## src/rtl/dis_pkg.sv

```systemverilog
package dis_pkg;
  localparam int unsigned CLS_W = 2;

  typedef enum logic [CLS_W-1:0] {
    UC_FP32 = 2'd0,
    UC_FP16 = 2'd1,
    UC_INT  = 2'd2,
    UC_CPLX = 2'd3
  } unit_cls_e;
endpackage

```

## src/rtl/rr_pick.sv

```systemverilog
// First set bit of req_i at or after start_i, wrapping.
module rr_pick #(
  parameter int unsigned N  = 16,
  parameter int unsigned IW = $clog2(N)
) (
  input  logic [N-1:0]  req_i,
  input  logic [IW-1:0] start_i,
  output logic          found_o,
  output logic [IW-1:0] idx_o
);
  always_comb begin
    found_o = 1'b0;
    idx_o   = '0;
    for (int i = 0; i < int'(N); i++) begin
      int j;
      j = int'(start_i) + i;
      if (j >= int'(N)) j = j - int'(N);
      if (!found_o && req_i[j]) begin
        found_o = 1'b1;
        idx_o   = IW'(j);
      end
    end
  end
endmodule

```

## src/rtl/taken_track.sv

```systemverilog
// A warp is taken once granted; the mark clears when its ready bit drops.
module taken_track #(
  parameter int unsigned N  = 16,
  parameter int unsigned IW = $clog2(N)
) (
  input  logic          clk_i,
  input  logic          rst_ni,
  input  logic [N-1:0]  ready_i,
  input  logic          g0_v_i,
  input  logic [IW-1:0] g0_idx_i,
  input  logic          g1_v_i,
  input  logic [IW-1:0] g1_idx_i,
  output logic [N-1:0]  elig_o
);
  logic [N-1:0] taken_q, taken_d;

  always_comb begin
    for (int w = 0; w < int'(N); w++) begin
      if (!ready_i[w])
        taken_d[w] = 1'b0;
      else if ((g0_v_i && g0_idx_i == IW'(w)) || (g1_v_i && g1_idx_i == IW'(w)))
        taken_d[w] = 1'b1;
      else
        taken_d[w] = taken_q[w];
    end
  end

  always_ff @(posedge clk_i or negedge rst_ni) begin
    if (!rst_ni) taken_q <= '0;
    else         taken_q <= taken_d;
  end

  assign elig_o = ready_i & ~taken_q;

  // a taken warp that stays ready is never eligible
  a_r7_taken_blocks: assert property (@(posedge clk_i) disable iff (!rst_ni)
    (g0_v_i && ready_i[g0_idx_i]) |=> (!ready_i[$past(g0_idx_i)] || !elig_o[$past(g0_idx_i)]));
endmodule

```

## src/rtl/dual_issue_sched.sv

```systemverilog
module dual_issue_sched
  import dis_pkg::*;
#(
  parameter int unsigned NUM_WARPS = 16
) (
  input  logic                       clk_i,
  input  logic                       rst_ni,
  input  logic [NUM_WARPS-1:0]       ready_i,
  input  logic [NUM_WARPS*CLS_W-1:0] cls_i,
  output logic                       s0_valid_o,
  output logic [$clog2(NUM_WARPS)-1:0] s0_warp_o,
  output logic [CLS_W-1:0]           s0_cls_o,
  output logic                       s1_valid_o,
  output logic [$clog2(NUM_WARPS)-1:0] s1_warp_o,
  output logic [CLS_W-1:0]           s1_cls_o
);
  localparam int unsigned IW = $clog2(NUM_WARPS);
  localparam logic [IW-1:0] LAST = IW'(NUM_WARPS - 1);

  logic [CLS_W-1:0]     cls_w [NUM_WARPS];
  logic [NUM_WARPS-1:0] elig, req1;
  logic [IW-1:0]        ptr_q, idx0, idx1, start1;
  logic                 found0, found1, v0, v1;

  for (genvar w = 0; w < NUM_WARPS; w++) begin : g_unpack
    assign cls_w[w] = cls_i[w*CLS_W +: CLS_W];
  end

  taken_track #(.N(NUM_WARPS), .IW(IW)) u_taken (
    .clk_i, .rst_ni, .ready_i,
    .g0_v_i(v0), .g0_idx_i(idx0),
    .g1_v_i(v1), .g1_idx_i(idx1),
    .elig_o(elig)
  );

  rr_pick #(.N(NUM_WARPS), .IW(IW)) u_pick0 (
    .req_i(elig), .start_i(ptr_q), .found_o(found0), .idx_o(idx0)
  );

  always_comb begin
    for (int w = 0; w < int'(NUM_WARPS); w++)
      req1[w] = elig[w] && (cls_w[w] != cls_w[idx0]) && (IW'(w) != idx0);
  end

  assign start1 = (idx0 == LAST) ? '0 : idx0 + 1'b1;

  rr_pick #(.N(NUM_WARPS), .IW(IW)) u_pick1 (
    .req_i(req1), .start_i(start1), .found_o(found1), .idx_o(idx1)
  );

  assign v0 = rst_ni && found0;
  assign v1 = v0 && found1;

  // pointer follows slot 0 only
  always_ff @(posedge clk_i or negedge rst_ni) begin
    if (!rst_ni)  ptr_q <= '0;
    else if (v0)  ptr_q <= start1;
  end

  assign s0_valid_o = v0;
  assign s0_warp_o  = idx0;
  assign s0_cls_o   = cls_w[idx0];
  assign s1_valid_o = v1;
  assign s1_warp_o  = idx1;
  assign s1_cls_o   = cls_w[idx1];

  a_r2_slot0_ready: assert property (@(posedge clk_i) disable iff (!rst_ni)
    s0_valid_o |-> ready_i[s0_warp_o]);
  a_r3_distinct_warp: assert property (@(posedge clk_i) disable iff (!rst_ni)
    (s0_valid_o && s1_valid_o) |-> (s0_warp_o != s1_warp_o));
  a_r4_distinct_cls: assert property (@(posedge clk_i) disable iff (!rst_ni)
    (s0_valid_o && s1_valid_o) |-> (s0_cls_o != s1_cls_o));
  a_r4_slot1_ready: assert property (@(posedge clk_i) disable iff (!rst_ni)
    s1_valid_o |-> ready_i[s1_warp_o]);
  a_r7_no_regrant: assert property (@(posedge clk_i) disable iff (!rst_ni)
    s0_valid_o |=> !(s0_valid_o && s0_warp_o == $past(s0_warp_o))
                && !(s1_valid_o && s1_warp_o == $past(s0_warp_o)));
endmodule

```

## config.mk

```make
export PLATFORM = sky130hd
export DESIGN_NAME = dual_issue_sched
export DESIGN_NICKNAME = d
export VERILOG_FILES = /design/src/rtl/dis_pkg.sv /design/src/rtl/rr_pick.sv /design/src/rtl/taken_track.sv /design/src/rtl/dual_issue_sched.sv
export SDC_FILE = /design/constraint.sdc
export NUM_CORES = 1
export LEC_CHECK = 0
export BUFFER_PORTS_ARGS = -buffer_cell sky130_fd_sc_hd__buf_2
export CORE_UTILIZATION = 35
export CTS_CLUSTER_DIAMETER = 120
export DETAILED_ROUTE_END_ITERATION = 8
export GPL_ROUTABILITY_DRIVEN = 0
export GPL_TIMING_DRIVEN = 0
export PLACE_DENSITY_LB_ADDON = 0.08
export REMOVE_ABC_BUFFERS = 1
export SLEW_MARGIN = 20
export SYNTH_ARGS = -nofsm -noshare
export SYNTH_HDL_FRONTEND = slang
export SYNTH_SLANG_ARGS = --single-unit
```

## constraint.sdc

```tcl
create_clock -name clk_i -period 26.8 [get_ports clk_i]
set_clock_uncertainty 0.1 [all_clocks]
set_input_delay 0 -clock clk_i [delete_from_list [all_inputs] [get_ports clk_i]]
set_output_delay 0 -clock clk_i [all_outputs]
set_load 0.05 [all_outputs]
```

==> results.cfg <==
[status]
status = finished, violations left
failed_checks = DRC

[final_layout]
final_nets = 1147
design_area_um2 = 8680
multi_input_area_um2 = 6960
fillerInstances = 2353
area_growth_pct = 9.45
final_common_cell = nand2_1
regArea_um2 = 502
final_cell_mix = nand2_1, nor2_1, buf_2, a21oi_1, nor3_1
num_antenna_cells = 0
fin_cells = 1357
drive_gt1_share_pct = 17.1

[setup_path]
cp_data_arrival_time_ns = 13.71
cpPeakStageDelay_ns = 1.08
cpMostUsedCell = ha_1
critPathLaunchType = flip-flop
timing.rr.start = ptr_q[2]
worst-setup-path-type = reg2out
timing.rr.end = u_taken.taken_q[9]
crit_required_ns = 26.70
r2r_setup_slack_ns = 13.50
cp_max_fo = 23
slowest_stage = dfrtp_1
worstRegToRegCells = 30
path_buf_inv = 4
critPathTopFamily = simple AND/OR/NAND/NOR gates
cp-end-kind = output port

[synthesis]
synth_area_per_cell_um2 = 7.54
synth_top_family_by_area = compound AO/OA/AOI/OAI gates
synthDistinctLibCells = 102
syn-cell-area_um2 = 7930
synthAdderAreaFrac_pct = 3.00
synth_compound_area_share_pct = 29.5
synthMuxAreaShare_pct = 22.9
synthCells = 1052
ys_ff_latch = 20
ys_seq_area_share_pct = 6.31
async_flop_share_pct = 100
synth-simple-area-share_pct = 29.4
yosysWarningCount = 0
synth-edff-count = 0
ys.flop_type = dfrtp_1
synth_xor_area_share_pct = 2.30

[min_path]
hold_path_class = in2async

[flow_run]
max-cap-violations = 0

[global_routing]
grt.overflow.total = 0
grt_pass1_vias = 8266
grt_use_total_pct = 27.7
antenna_found_initial = 0
grtUsageMet3_pct = 4.18
grt_first_pass_wirelength_mm = 50.4
grt_busiest_layer = met2
met2_usage_pct = 45.4
grt_use_met1_pct = 39.1
grt_start_max_net_pins = 27

[clock_network]
cts_buffers = 3
htree_levels = 1
ctsResizeCount = 0
cts_root_buf = clkbuf_16
clock_path_buffers = 2
cts_tree = built
clkSinkCount = 20
clk_pin_slew_worst_paths_ns = 0.06
insertion_delay_ns = 0.26

[placement]
dpl_cell_area_um2 = 8390
place_hpwl_mm = 25.5
port_buffers = 63
dp_cells = 1336

[timing]
timing.final.crit_share_pct = 51.5
tightest_slew_ns = 1.11
drv_slew = 0
hold_ws_ns = 0.164
rsz0062_at_grt = false
setup_viol_count_final = 0
max_freq_mhz = 72.4
hold_viol = 0
fin_setup_tns_ns = 0
final.min_clock_period_ns = 13.81
relSlewSlack_pct = 25.7

[detailed_routing]
avgRoutedWirePerCell_um = 24.5
num_vias = 9058
drt_pass1_iterations = 9
finalWirelength_mm = 33.2
vias_per_cell = 6.68
ant_nets = 0
drt_first_iter_violations = 1062
drc = 4

[die]
ioPinCount = 64
dieHeight_um = 153
rows = 54
core_area_um2 = 22000
die_area_um2 = 23300
die_w_um = 153
initial_core_util_pct = 36.0
cells by family after synthesis:
family          Yosys count
simple gates            443
buf+inv                 115
fa+ha+maj                19
xor+xnor                 20
flops                    20
compound gates          314
mux                     121
layout make-up:
cell class | instances | area share (%)
Multi-Input combinational cell | 917 | 80.2
Timing Repair Buffer | 85 | 6.46
Tap cell | 280 | 4.04
Sequential cell | 20 | 5.78
Inverter | 51 | 2.29
Clock buffer | 3 | 0.865
Clock inverter | 1 | 0.346
sequential cells by signal, summed over array words and instances (netlist names):
name,flops
ptr_q,4
u_taken.taken_q,16
metal layers:
layer | vias up | routed length (µm)
met2 | 423 | 15400
met3 | 27 | 2680
met1 | 4446 | 14700
met4 | 0 | 415
li1 | 4162 | -
met5 | - | 0
how the worst max path moves through the flow:
stage	to	cells after the start	startpoint	slack (ns)
global placement	s1_cls_o[0]	27	ptr_q[0]	10.89
detailed placement	s1_cls_o[0]	32	ptr_q[2]	13.59
finish	s1_cls_o[0]	31	ptr_q[2]	12.99
floorplan	s1_cls_o[0]	25	ptr_q[0]	14.60
CTS	s1_cls_o[0]	32	ptr_q[2]	13.29
global route	s1_cls_o[1]	31	ptr_q[2]	12.36
synth_stat cells (8+ instances only):
cell	n	share of area, %
nand3_1	26	1.6
ha_1	19	3.0
nor3_1	56	3.5
mux2_2	24	3.4
xnor2_1	12	1.3
a22o_1	12	1.3
nand2_1	104	4.9
o21ai_0	29	1.8
buf_2	11	0.69
buf_6	8	1.1
nor2b_1	42	3.3
a221oi_1	29	3.2
dfrtp_1	20	6.3
inv_1	47	2.2
nor4_1	19	1.5
nor4bb_1	8	1.0
a22oi_1	24	2.3
mux2i_1	49	6.2
clkbuf_1	38	1.8
mux4_2	44	12
nand2b_1	21	1.7
and2_1	14	1.1
nand4_1	9	0.71
a21oi_1	62	3.9
o211ai_1	15	1.4
nor2_1	95	4.5
o311ai_0	8	0.88
o22ai_1	31	2.4
a211oi_1	9	0.85
a31oi_1	10	0.79
per-stage QoR:
step                      setup slack (ns)  utilization (%)
after CTS                            13.29             39.4
after global routing                 12.36             39.4
after detailed placement             13.59             38.1
final                                12.99             39.4
after global placement               10.89             37.5
after floorplan                      14.60                -
timing repair:
| item | CTS | global route |
|---|---|---|
| setup endpoints to repair | 0 | 0 |
| endpoints found under the hold margin | 36 | 0 |
| setup buffers | 0 | 0 |
| hold buffers | 17 | 0 |
Power is not shown: default switching activity piles up to over one toggle a cycle in this logic, so the estimate is an artifact.
